<file path="src/rtl/tfm_pkg.sv">
package tfm_pkg;
  localparam logic [2:0] CMD_CLR_MAX  = 3'b000;
  localparam logic [2:0] CMD_CAP_TRUE = 3'b001;
  localparam logic [2:0] CMD_CAP_COMP = 3'b010;
  localparam logic [2:0] CMD_SET_MIN  = 3'b101;
endpackage

</file>
<file path="src/rtl/tfm_settle.sv">
module tfm_settle #(
  parameter int SETTLE_CYC = 200000
) (
  input  logic clk,
  input  logic rst,
  input  logic en,
  output logic armed
);
  localparam int SW = $clog2(SETTLE_CYC + 1);
  localparam logic [SW-1:0] LIMIT = SW'(SETTLE_CYC);

  logic [SW-1:0] run_q;

  always_ff @(posedge clk) begin
    if (rst || !en) begin
      run_q <= '0;
    end else if (run_q != LIMIT) begin
      run_q <= run_q + 1'b1;
    end
  end

  assign armed = (run_q == LIMIT);
endmodule

</file>
<file path="src/rtl/tfm_leg_detect.sv">
module tfm_leg_detect #(
  parameter int CW = 5,
  parameter int TW = 4
) (
  input  logic          clk,
  input  logic          rst,
  input  logic          en,
  input  logic          armed,
  input  logic          vld,
  input  logic [CW-1:0] cnt,
  input  logic [TW-1:0] thr,
  output logic          fault
);
  logic fault_q;

  always_ff @(posedge clk) begin
    if (rst || !en) begin
      fault_q <= 1'b0;
    end else if (armed && vld) begin
      fault_q <= (cnt > CW'(thr));
    end
  end

  assign fault = fault_q;
endmodule

</file>
<file path="src/rtl/tfm_peak_engine.sv">
module tfm_peak_engine #(
  parameter int CW   = 5,
  parameter int NLEG = 2
) (
  input  logic                      clk,
  input  logic                      rst,
  input  logic                      cmd_valid,
  input  logic [2:0]                cmd,
  input  logic [NLEG-1:0]           vld,
  input  logic [NLEG-1:0][CW-1:0]   cnt,
  output logic [NLEG-1:0]           cap_mask,
  output logic [CW-1:0]             peak
);
  import tfm_pkg::*;
  localparam int LW = (NLEG > 1) ? $clog2(NLEG) : 1;

  logic          cap_on_q;
  logic [LW-1:0] cap_leg_q;
  logic          trk_min_q;
  logic [CW-1:0] peak_q;
  logic [CW-1:0] cand;
  logic          take;

  always_comb begin
    cand = cnt[cap_leg_q];
    take = cap_on_q && vld[cap_leg_q] &&
           (trk_min_q ? (cand < peak_q) : (cand > peak_q));
  end

  always_ff @(posedge clk) begin
    if (rst) begin
      cap_on_q  <= 1'b0;
      cap_leg_q <= '0;
      trk_min_q <= 1'b0;
      peak_q    <= '0;
    end else if (cmd_valid) begin
      case (cmd)
        CMD_CLR_MAX: begin
          peak_q    <= '0;
          trk_min_q <= 1'b0;
          cap_on_q  <= 1'b0;
        end
        CMD_CAP_TRUE: begin
          cap_on_q  <= 1'b1;
          cap_leg_q <= LW'(0);
        end
        CMD_CAP_COMP: begin
          cap_on_q  <= 1'b1;
          cap_leg_q <= LW'(1);
        end
        CMD_SET_MIN: begin
          peak_q    <= '1;
          trk_min_q <= 1'b1;
        end
        default: ;
      endcase
    end else if (take) begin
      peak_q <= cand;
    end
  end

  assign cap_mask = cap_on_q ? (NLEG'(1) << cap_leg_q) : '0;
  assign peak     = peak_q;
endmodule

</file>
<file path="src/rtl/term_fault_monitor.sv">
module term_fault_monitor #(
  parameter int CW         = 5,
  parameter int TW         = 4,
  parameter int SETTLE_CYC = 200000
) (
  input  logic          clk,
  input  logic          rst,
  input  logic          drv_enable,
  input  logic          rate_sd,
  input  logic [TW-2:0] hd_thr_hi,
  input  logic          hd_thr_lsb,
  input  logic [TW-2:0] sd_thr_hi,
  input  logic          sd_thr_lsb,
  input  logic          cmd_valid,
  input  logic [2:0]    cmd,
  input  logic [CW-1:0] cnt_true,
  input  logic          cnt_true_vld,
  input  logic [CW-1:0] cnt_comp,
  input  logic          cnt_comp_vld,
  output logic          fault_true,
  output logic          fault_comp,
  output logic [CW-1:0] rdbk_true,
  output logic [CW-1:0] rdbk_comp
);
  localparam int NLEG = 2;

  logic [NLEG-1:0]         vld_a;
  logic [NLEG-1:0][CW-1:0] cnt_a;
  logic [NLEG-1:0]         fault_a;
  logic [NLEG-1:0]         cap_mask;
  logic [NLEG-1:0][CW-1:0] rb_q;
  logic [CW-1:0]           peak;
  logic [TW-1:0]           thr;
  logic                    armed;

  assign vld_a = {cnt_comp_vld, cnt_true_vld};
  assign cnt_a = {cnt_comp, cnt_true};
  assign thr   = rate_sd ? {sd_thr_hi, sd_thr_lsb} : {hd_thr_hi, hd_thr_lsb};

  tfm_settle #(.SETTLE_CYC(SETTLE_CYC)) u_settle (
    .clk(clk), .rst(rst), .en(drv_enable), .armed(armed)
  );

  tfm_peak_engine #(.CW(CW), .NLEG(NLEG)) u_peak (
    .clk(clk), .rst(rst), .cmd_valid(cmd_valid), .cmd(cmd),
    .vld(vld_a), .cnt(cnt_a), .cap_mask(cap_mask), .peak(peak)
  );

  for (genvar g = 0; g < NLEG; g++) begin : g_leg
    logic [CW-1:0] live_q;

    tfm_leg_detect #(.CW(CW), .TW(TW)) u_det (
      .clk(clk), .rst(rst), .en(drv_enable), .armed(armed),
      .vld(vld_a[g]), .cnt(cnt_a[g]), .thr(thr), .fault(fault_a[g])
    );

    always_ff @(posedge clk) begin
      if (rst) begin
        live_q  <= '0;
        rb_q[g] <= '0;
      end else begin
        if (vld_a[g]) live_q <= cnt_a[g];
        rb_q[g] <= cap_mask[g] ? peak : live_q;
      end
    end
  end

  assign fault_true = fault_a[0];
  assign fault_comp = fault_a[1];
  assign rdbk_true  = rb_q[0];
  assign rdbk_comp  = rb_q[1];
endmodule

</file>
<file path="config.mk">
export PLATFORM = sky130hd
export DESIGN_NAME = term_fault_monitor
export DESIGN_NICKNAME = d
export VERILOG_FILES = /design/src/rtl/tfm_pkg.sv /design/src/rtl/tfm_settle.sv /design/src/rtl/tfm_leg_detect.sv /design/src/rtl/tfm_peak_engine.sv /design/src/rtl/term_fault_monitor.sv
export SDC_FILE = /design/constraint.sdc
export NUM_CORES = 1
export LEC_CHECK = 0
export BUFFER_PORTS_ARGS = -buffer_cell sky130_fd_sc_hd__buf_2
export CAP_MARGIN = 30
export CORE_MARGIN = 2
export CORE_UTILIZATION = 36
export DETAILED_ROUTE_END_ITERATION = 8
export SLEW_MARGIN = 20
export SYNTH_ARGS = -nofsm -noshare
export SYNTH_HDL_FRONTEND = slang
export SYNTH_HIERARCHICAL = 1
export SYNTH_SLANG_ARGS = --single-unit
export TNS_END_PERCENT = 5
</file>
<file path="constraint.sdc">
create_clock -name clk -period 2.3 [get_ports clk]
set_input_delay 0.46 -clock clk [delete_from_list [all_inputs] [get_ports clk]]
set_output_delay 0.46 -clock clk [all_outputs]
set_load 0.005 [all_outputs]
</file>
# After elaboration in Yosys (flattened, before gate mapping)
# Index checks and enable logic that the tools add are counted.
[word_totals]
ff_bits = 48
inputBits = 28
output_inout_bits = 12
[classes]
n_addsub = 1
n_lt_le_gt_ge = 5
eq_ne = 6
shifts = 1
n_mux = 15
reduce_logical = 16
[op_table]
columns = ["operator", "count"]
rows = [
  ["2-to-1 mux 5 bit", 6],
  ["adder 18 x 1 -> 18 bit (second input constant)", 1],
  ["== test 18 bit (second input constant)", 1],
  ["!= test 18 bit (second input constant)", 1],
  ["greater-than comparator 5 x 4 -> 1 bit", 2],
  ["one-hot mux 5 bit (2 select lines)", 1],
  ["AND reduction 2 bit", 4],
  ["nonzero test 2 bit", 4],
  ["one-hot mux 1 bit (2 select lines)", 3],
  ["greater-than comparator 5 bit", 1],
  ["less-than comparator 5 bit", 1],
  ["logical AND 1 bit", 4],
  ["2-to-1 mux 4 bit", 1],
  ["== test 3 x 1 -> 1 bit (second input constant)", 1],
  ["== test 3 x 2 -> 1 bit (second input constant)", 1],
  ["== test 3 bit (second input constant)", 1],
  ["logical NOT 3 bit", 1],
  ["2-to-1 mux 1 bit", 3],
  ["!= test 3 x 1 -> 1 bit (second input constant)", 1],
  ["less-than comparator 1 x 2 -> 1 bit (second input constant)", 1],
  ["2-to-1 mux 2 bit", 1],
  ["OR reduction 2 bit", 1],
  ["<< shifter 1 x 1 -> 2 bit (first input constant)", 1],
  ["logical NOT 1 bit", 1],
  ["logical OR 1 bit", 1],
]

# Logic depth before layout (Yosys ltp)
# Gate-level depths: netlist of the first run.
[logic_depth]
ltp_word = 7
ltp_mapped = 8

# Hierarchy
# Netlist of the first run, hierarchy kept.
[modules_own_cells]
columns = ["mod", "instances", "cells_per_inst", "area_each_um2"]
rows = [
  ["tfm_settle", 1, 106, 907.1],
  ["term_fault_monitor", 1, 70, 775.7],
  ["tfm_peak_engine", 1, 71, 635.6],
  ["tfm_leg_detect", 2, 19, 156.4],
]

# Worst setup path before layout of the first run
# Ideal clock, no wire load.
[synth_timing]
path_type = "reg2reg"
startpoint = "register u_peak.cap_leg_q"
endpoint = "register u_peak.peak_q[0] (netlist: u_peak/peak[0])"
setup_time_ns = 0.072
t_arrival_ns = 2.135
required_time_ns = 2.228
setup_slack_ns = 0.093
path_stages_with_launch = 9
n_path_buf = 1
path_cell_list = "dfxtp_1 -> buf_4 -> mux2_1 -> ha_1 -> a21oi_2 -> nand2_2 -> a211oi_4 -> mux2i_4 -> mux2i_1"
[synth_via]
elab_chain_len = 7
elab_cells_between_ends = 13
cone_classes = "2 x order compare; 7 x mux; 4 x reduce/logical"
[synth_rtl]
columns = ["item", "line_no", "source"]
rows = [
  ["from (decl)", "tfm_peak_engine.sv:18", "logic [LW-1:0] cap_leg_q;"],
  ["from (signal assigned)", "tfm_peak_engine.sv:33", "cap_leg_q <= '0;"],
  ["from (signal assigned)", "tfm_peak_engine.sv:45", "cap_leg_q <= LW'(0);"],
  ["from (signal assigned)", "tfm_peak_engine.sv:49", "cap_leg_q <= LW'(1);"],
  ["2-to-1 mux 5 bit (not written as such) (2 in series)", "tfm_peak_engine.sv:25", "cand = cnt[cap_leg_q];"],
  ["greater-than comparator 5 bit or less-than comparator 5 bit (tied branches)", "tfm_peak_engine.sv:27", "(trk_min_q ? (cand < peak_q) : (cand > peak_q));"],
  ["2-to-1 mux 1 bit", "tfm_peak_engine.sv:27", ""],
  ["logical AND 1 bit", "tfm_peak_engine.sv:26", "take = cap_on_q && vld[cap_leg_q] &&"],
  ["nonzero test 2 bit (no line)", "-", ""],
  ["AND reduction 2 bit (no line)", "-", ""],
  ["to (signal assigned)", "tfm_peak_engine.sv:58", "peak_q <= cand;"],
  ["to (decl)", "tfm_peak_engine.sv:20", "logic [CW-1:0] peak_q;"],
]
# Several ways; a longest one is shown, not always the timed one. The select of a mux whose other input is x is not followed.
# A chain may end at the register's enable or synchronous reset.

# Worst setup path in the final report of the first run
[layout_timing]
startpoint = "register u_peak.cap_leg_q"
endpoint = "register u_peak.peak_q[1] (netlist: u_peak/peak[1])"
# Same word-level chain as after synthesis.

==> summary.md, run 1 <==
| Metric | Value |
|---|---|
| Status | finished clean |
| Drt drc | 0 |
| Inst Count DP | 424 |
| Synth top area cells | dfxtp_1, mux2i_1, ha_1 |
| Switching Share | 27.7% |
| Dpl hpwl | 4600 microns |
| Core box area | 0.00718 sq mm |
| CTS root buf | clkbuf_8 |
| Pins Over Slew Limit | 0 |
| Final GP Congestion | 0.923 |
| Vias per inst | 4.94 |
| Drt first-iter violations | 84 |
| CTS max path bufs | 2 |
| Synth-to-layout area growth | 16.9% |
| CP Max Fanout | 5 |
| Post-Syn Nets | 328 |
| Count leader, synth | dfxtp_1 |
| Vias in the first global route | 2049 |
| RSZ-0062 raised after global routing | false |
| Internal power | 1.21 mW |
| Die height | 89.5 microns |
| P_sw | 0.464 mW |
| Postcts setup bufs | 0 |
| Pwr/cell area | 543 mW/mm^2 |
| Nets | 375 |
| CP Launch Point | u_peak/cap_leg_q$_SDFFE_PP0P_ |
| I/O pin cnt | 40 |
| Largest net degree at the start of global routing | 22 |
| Drt wl/cell | 13.6 microns |
| Total power | 1.67 mW |
| Post-route setup TNS | 0 ns |
| GRT overflow | 0 |
| Detailed-route via count | 2133 |
| Register area share after synthesis | 36.5% |
| Max VDD drop | 262 uV |
| Critical Path End Type | register |
| H-tree levels | 2 |
| Buffers on Ports | 39 |
| Startpoint types | register |
| Flip-flop and latch count after synthesis | 48 |
| Final period utilization | 94.7% |
| CTS tree | built |
| HP Class | primary input to register |
| CTS Buf Count | 5 |
| Post-CTS Hold Buffers | 0 |
| WS Path Type | register to register |
| Minimum clock period | 2.18 ns |
| Drt total wl | 5870 microns |
| Smallest hold slack | 0.455 ns |
| Worst-Margin Slew | 0.681 ns |
| Drt first pass iters | 4 |
| Critical Path RT | 2.54 ns |
| Clk network pwr share | 31.1% |
| R2r startpoint | u_peak/cap_leg_q$_SDFFE_PP0P_ |
| Full die area | 0.00801 sq mm |
| # Max-Cap Violations | 0 |
| Detail Route Antenna Nets | 0 |
| Synth cell count leaders | dfxtp_1, nor2_1, mux2i_1 |
| Worst-Skew Late Latency | 0.31 ns |
| Top cell type's share of synthesized area | 36.5% |
| Share of cells above drive strength 1 | 24.6% |
| Highest Clock Rate | 459 MHz |
| Clock sinks | 48 |
| Slew margin rel. | 54.5% |
| Starting Density | 36.7% |
| Synth Cell Area | 0.00263 sq mm |
| Final Core Density | 42.9% |
| Combinational power share | 16.2% |
| Reg power frac | 52.7% |
| CP arrival | 2.42 ns |
| Std cell rows | 31 |
| Async SR Flop Fraction | 0% |
| Final Non-Filler Cells | 432 |
| Setup violations, final | 0 |
| Fin. Hold Viols | 0 |
| Number of fill cells | 720 |
| DIE WIDTH | 89.5 microns |
| Yosys cell types | 44 |
| Worst-path clk slew | 0.10 ns |
| First-pass GRT wire length | 9560 microns |
| Clock skew | 0.0111 ns |
| Ys flop type | dfxtp_1 |
| P_leak | 1.31 nW |
| Hold path start | cmd[1] |
| Avg Cell Area, Syn | 9.23 sq um |
| Total track usage | 15.5% |
| Antenna violations before repair | 0 |
| Leading area contributor after synthesis | dfxtp_1 |
| Ys Warns | 6 |
| Syn Inst Count | 285 |
| EDFF count, synth | 0 |
| Inserted Diodes | 0 |
## metrics by stage
stage               cell area, sq um  setup WS (ns)
floorplan                       2630         0.0931
global placement                2950        -0.0718
detailed placement              2950         -0.144
CTS                             3050         0.0320
global route                    3080        0.00571
finish                          3080          0.122
## worst paths after layout
check	cells past startpoint	slack [ns]	to
min reg2reg	2	0.50	rdbk_comp[2]$_SDFF_PP0_
max	7	0.12	u_peak/peak[1]$_SDFFE_PP0P_
max reg2reg	7	0.12	u_peak/peak[1]$_SDFFE_PP0P_
min	3	0.45	u_peak/cap_leg_q$_SDFFE_PP0P_
## cell type report
cell class              count  area (sq um)  area share [%]
clock inverters             3          21.3           0.692
clock buffers               5          68.8            2.24
flip-flops and latches     48           965            31.4
well taps                  99           124            4.03
multi-input cells         205          1530            49.8
repair buffers             51           285            9.28
inverters                  21          78.8            2.56
## metal layers
| metal | wire [microns] | GRT usage, % | vias to the layer above |
|---|---|---|---|
| li1 | - | - | 1078 |
| met5 | 0 | 0 | - |
| met4 | 59 | 4.34 | 0 |
| met2 | 2740 | 25.7 | 52 |
| met1 | 2790 | 20.1 | 996 |
| met3 | 287 | 3.42 | 7 |
## sequential cells by signal, summed over array words and instances, names as in the netlist
| name | cells |
|---|---|
| u_settle/run_q | 18 |
| g_leg.live_q | 10 |
| rdbk_comp | 5 |
| rdbk_true | 5 |
| u_peak/peak | 5 |
| g_leg.u_det/fault | 2 |
| u_peak/cap_leg_q | 1 |
| u_peak/cap_on_q | 1 |
| u_peak/trk_min_q | 1 |
## power by group through the flow
stage          clock (mW)  combinational (mW)  sequential, mW
2_1_floorplan           0               0.174           0.892
3_3_place_gp            0               0.257           0.899
3_5_place_dp            0               0.263           0.900
4_1_cts             0.537               0.265           0.880
5_1_grt             0.576               0.303           0.884
6_report            0.520               0.271           0.880
## timing repair
| action | CTS | global route |
|---|---|---|
| setup endpoints to repair | 5 | 5 |
| resized for setup | 2 | 8 |
| pin swaps | 1 | 3 |
## critical path: stages, from the launching register on
cell and delay [ns]:
dfxtp_4 0.41, mux2_4 0.32, ha_1 0.30, nand3_1 0.11, nand2_2 0.07, a211oi_4 0.29
mux2i_4 0.39, mux2i_1 0.23
## layout by cell type, fill, tap and decap left out, types with 2 or more instances in the layout
master | netlist | layout
o21ai_0 | 12 | 12
ha_1 | 15 | 14
xor2_1 | 11 | 11
nand2b_4 | 2 | 2
o221ai_1 | 2 | 2
or3_1 | 3 | 3
nand4_1 | 5 | 5
nand2b_1 | 3 | 3
nor4b_1 | 2 | 2
buf_2 | 3 | 39
nand2_1 | 10 | 10
and2_1 | 3 | 3
a21oi_1 | 13 | 13
clkbuf_8 | 0 | 5
nand3_1 | 9 | 9
nand3b_1 | 4 | 4
inv_1 | 21 | 21
and4_1 | 3 | 3
and3_1 | 5 | 5
nor2b_1 | 5 | 5
a31o_2 | 3 | 3
mux2_4 | 0 | 4
o2111a_1 | 2 | 2
dfxtp_1 | 48 | 47
mux2_2 | 5 | 4
nor3_1 | 3 | 3
a32o_1 | 2 | 2
buf_4 | 1 | 12
nor2_1 | 40 | 40
mux2i_1 | 26 | 26
## logic make-up (layout without fill, tap and decap cells)
kind of cell / Yosys count / after routing / synth area share [%]
and+or+nand+nor: 104 / 104 / 21.5
xor gates and xnor gates: 11 / 11 / 3.66
AOI/OAI and AO/OA: 39 / 39 / 10.3
adders and majority gates: 15 / 15 / 7.13
DFF: 48 / 48 / 36.5
muxes: 36 / 36 / 14.6
buffers and inverters: 32 / 80 / 6.28
Power figures use the tool's default switching activity.
==> inputs of run 2 (changes only) <==
--- a/config.mk
+++ b/config.mk
@@ -7,7 +7,7 @@
 export LEC_CHECK = 0
 export BUFFER_PORTS_ARGS = -buffer_cell sky130_fd_sc_hd__buf_2
 export CAP_MARGIN = 30
-export CORE_MARGIN = 2
+export CORE_MARGIN = 1
 export CORE_UTILIZATION = 36
 export DETAILED_ROUTE_END_ITERATION = 8
 export SLEW_MARGIN = 20
@@ -15,4 +15,4 @@
 export SYNTH_HDL_FRONTEND = slang
 export SYNTH_HIERARCHICAL = 1
 export SYNTH_SLANG_ARGS = --single-unit
-export TNS_END_PERCENT = 5
+export TNS_END_PERCENT = 20
==> constraint.sdc (replaced) <==
create_clock -name clk -period 2.3 [get_ports clk]
set_input_delay 0.345 -clock clk [delete_from_list [all_inputs] [get_ports clk]]
set_output_delay 0.345 -clock clk [all_outputs]
set_load 0.005 [all_outputs]
==> run 2 against run 1 <==
Effect of this change: maximum frequency up 0.25%; sequential share of layout area about the same; count of clock-buffer cells in the layout unchanged; sequential power about the same; largest power group unchanged; highest routed layer unchanged.
==> summary.md, run 2 (synthesis gave the netlist of run 1 again) <==
| Metric | Value |
|---|---|
| Post-CTS Hold Buffers | 0 (unchanged) |
| Pwr/cell area | 604 mW/mm^2 (+11%) |
| Setup violations, final | 0 (unchanged) |
| Inst Count DP | 415 (-2.1%) |
| Worst-Margin Slew | 0.671 ns (-0.00937 ns) |
| Final GP Congestion | 0.838 (-9.3%) |
| Critical Path End Type | register |
| Inserted Diodes | 0 (unchanged) |
| Die height | 87.5 microns (-2.2%) |
| Drt first-iter violations | 59 (-30%) |
| Detail Route Antenna Nets | 0 (unchanged) |
| Largest register by flop count | u_settle/run_q |
| Slowest stage delay, CP | 0.39 ns (-0.02 ns) |
| CTS tree | built |
| Levels on crit path | 7 (unchanged) |
| CP Max Fanout | 5 (unchanged) |
| R2r startpoint | u_peak/cap_leg_q$_SDFFE_PP0P_ |
| GRT overflow | 0 (unchanged) |
| Slowest CP cell | dfxtp_4 |
| Clock sinks | 48 (unchanged) |
| Combinational power share | 14.6% (-1.6 points) |
| Largest net degree at the start of global routing | 18 (-18%) |
| WS Path Type | register to register |
| Share of cells above drive strength 1 | 23.5% (-1.1 points) |
| Synth-to-layout area growth | 17.0% (about the same) |
| Drt wl/cell | 13.4 microns (-1.2%) |
| Status | finished clean |
| Critical Path RT | 2.52 ns (-0.02 ns) |
| Internal power | 1.42 mW (+17%) |
| CP arrival | 2.40 ns (-0.02 ns) |
| Final Core Density | 44.3% (+1.5 points) |
| Most common cell after layout, fill and taps aside | dfxtp_1 |
| CTS root buf | clkbuf_8 |
| Final Non-Filler Cells | 423 (-2.1%) |
| Total track usage | 15.4% (-0.069 points) |
| Full die area | 0.00766 sq mm (-4.4%) |
| Worst-path clk slew | 0.09 ns (about the same) |
| HP Class | primary input to register |
| Placement Setup Slack | -0.0515 ns (+0.0925 ns) |
| Fin. Hold Viols | 0 (unchanged) |
| Worst-Skew Late Latency | 0.30 ns (about the same) |
| P_leak | 1.30 nW (-0.80%) |
| Reg power frac | 47.3% (-5.4 points) |
| Drt total wl | 5680 microns (-3.2%) |
| Slew margin rel. | 55.1% (+0.63 points) |
| Multi-input logic area | 0.00154 sq mm (+0.33%) |
| Antenna violations before repair | 0 (unchanged) |
| Vias per inst | 4.94 (about the same) |
| Max FFs per register | 18 (unchanged) |
| P_sw | 0.442 mW (-4.7%) |
| Buffers on Ports | 39 (unchanged) |
| Drt first pass iters | 4 (unchanged) |
| Pins Over Slew Limit | 0 (unchanged) |
| Startpoint types | register |
| Delay-heaviest family, CP | multiplexers |
| Number of fill cells | 698 (-3.1%) |
| Total power | 1.86 mW (+11%) |
| R2R Path End | u_peak/peak[4]$_SDFFE_PP0P_ |
| CP cell instances | mux2_4 -> ha_1 -> nand3_1 -> nand2_2 -> a211oi_4 -> mux2i_4 -> mux2i_1 |
| Critical path buffers and inverters | 0 (unchanged) |
| Hold endpoint | g_leg[0].live_q[2]$_SDFFE_PP0P_ |
| Max VDD drop | 319 uV (+22%) |
| Worst reg-to-reg setup slack | 0.13 ns (about the same) |
| Dpl hpwl | 4280 microns (-7.0%) |
| I/O pin cnt | 40 (unchanged) |
| DIE WIDTH | 87.5 microns (-2.2%) |
| Core box area | 0.00694 sq mm (-3.2%) |
| Highest Clock Rate | 460 MHz (+0.25%) |
| Hold path start | cnt_true[2] |
| Switching Share | 23.8% (-4.0 points) |
| Post-DP Area | 0.00291 sq mm (-1.7%) |
| CTS Buf Count | 5 (unchanged) |
| Detailed-route via count | 2090 (-2.0%) |
| Drt drc | 0 (unchanged) |
| First-pass GRT wire length | 9150 microns (-4.3%) |
| Clock skew | 0.00543 ns (-0.00564 ns) |
| Smallest hold slack | 0.327 ns (-0.128 ns) |
| Hold Path Depth | 3 (unchanged) |
| Std cell rows | 30 (-3.2%) |
| CTS max path bufs | 2 (unchanged) |
| Vias in the first global route | 1924 (-6.1%) |
| Sequential cell area | 965 sq um (unchanged) |
| Final WS setup | 0.128 ns (+0.00538 ns) |
| Final period utilization | 94.4% (-0.23 points) |
| Leading cell types in the layout, fill and taps excluded | dfxtp_1, nor2_1, buf_2 |
| Starting Density | 37.9% (+1.2 points) |
| Finished layout cell area | 0.00308 sq mm (about the same) |
| H-tree levels | 2 (unchanged) |
| Nets | 370 (-1.3%) |
| Post-route setup TNS | 0 ns (unchanged) |
| # Max-Cap Violations | 0 (unchanged) |
| Reg2Reg Depth | 7 (unchanged) |
| Biggest regs | u_settle/run_q (18), g_leg.live_q (10) |
| Clk network pwr share | 38.1% (+7.0 points) |
| Minimum clock period | 2.17 ns (-0.00538 ns) |
==> run 2: worst max path at each step <==
stage | slack (ns) | startpoint | to
floorplan | 0.09 | u_peak/cap_leg_q$_SDFFE_PP0P_ | u_peak/peak[0]$_SDFFE_PP0P_
global placement | 0.03 | u_peak/cap_leg_q$_SDFFE_PP0P_ | u_peak/peak[1]$_SDFFE_PP0P_
detailed placement | -0.05 | u_peak/cap_leg_q$_SDFFE_PP0P_ | u_peak/peak[4]$_SDFFE_PP0P_
CTS | 0.02 | u_peak/cap_leg_q$_SDFFE_PP0P_ | u_peak/peak[4]$_SDFFE_PP0P_
global route | -0.01 | u_peak/cap_leg_q$_SDFFE_PP0P_ | u_peak/peak[4]$_SDFFE_PP0P_
finish | 0.13 | u_peak/cap_leg_q$_SDFFE_PP0P_ | u_peak/peak[4]$_SDFFE_PP0P_
==> run 2: tightest hold or removal path: stages <==
cell and delay, ns:
buf_2 0.10, mux2i_1 0.07, nor2_1 0.07
==> run 2: layer usage <==
| layer | vias up | track usage [%] | share of wire (%) |
|---|---|---|---|
| met4 | 0 | 3.58 | 0.33 |
| met5 | - | 0 | 0 |
| li1 | 1081 | - | - |
| met2 | 40 | 25.0 | 45 |
| met3 | 2 | 3.03 | 3.7 |
| met1 | 967 | 20.9 | 51 |
==> run 2: layout make-up <==
cell class | instances | share of cell area, %
clock buffers | 5 | 2.24
clock inverters | 2 | 1.95
inverters | 21 | 2.56
multi-input cells | 205 | 50.0
flip-flops and latches | 48 | 31.3
well taps | 96 | 3.90
repair buffers | 46 | 8.05
==> run 2: what timing repair did <==
action / in CTS / in global routing
endpoints found under the setup margin: 5 / 5
cloned: 0 / 0
resized for setup: 2 / 7
setup buffers: 0 / 1
pin swaps: 1 / 2
==> run 2: power groups by stage <==
stage	Sequential (mW)	Clock [mW]	Combinational, mW
final	0.880	0.708	0.271
after global routing	0.883	0.767	0.303
after CTS	0.879	0.735	0.256
after detailed placement	0.898	0	0.254
after global placement	0.898	0	0.250
after floorplan	0.892	0	0.174
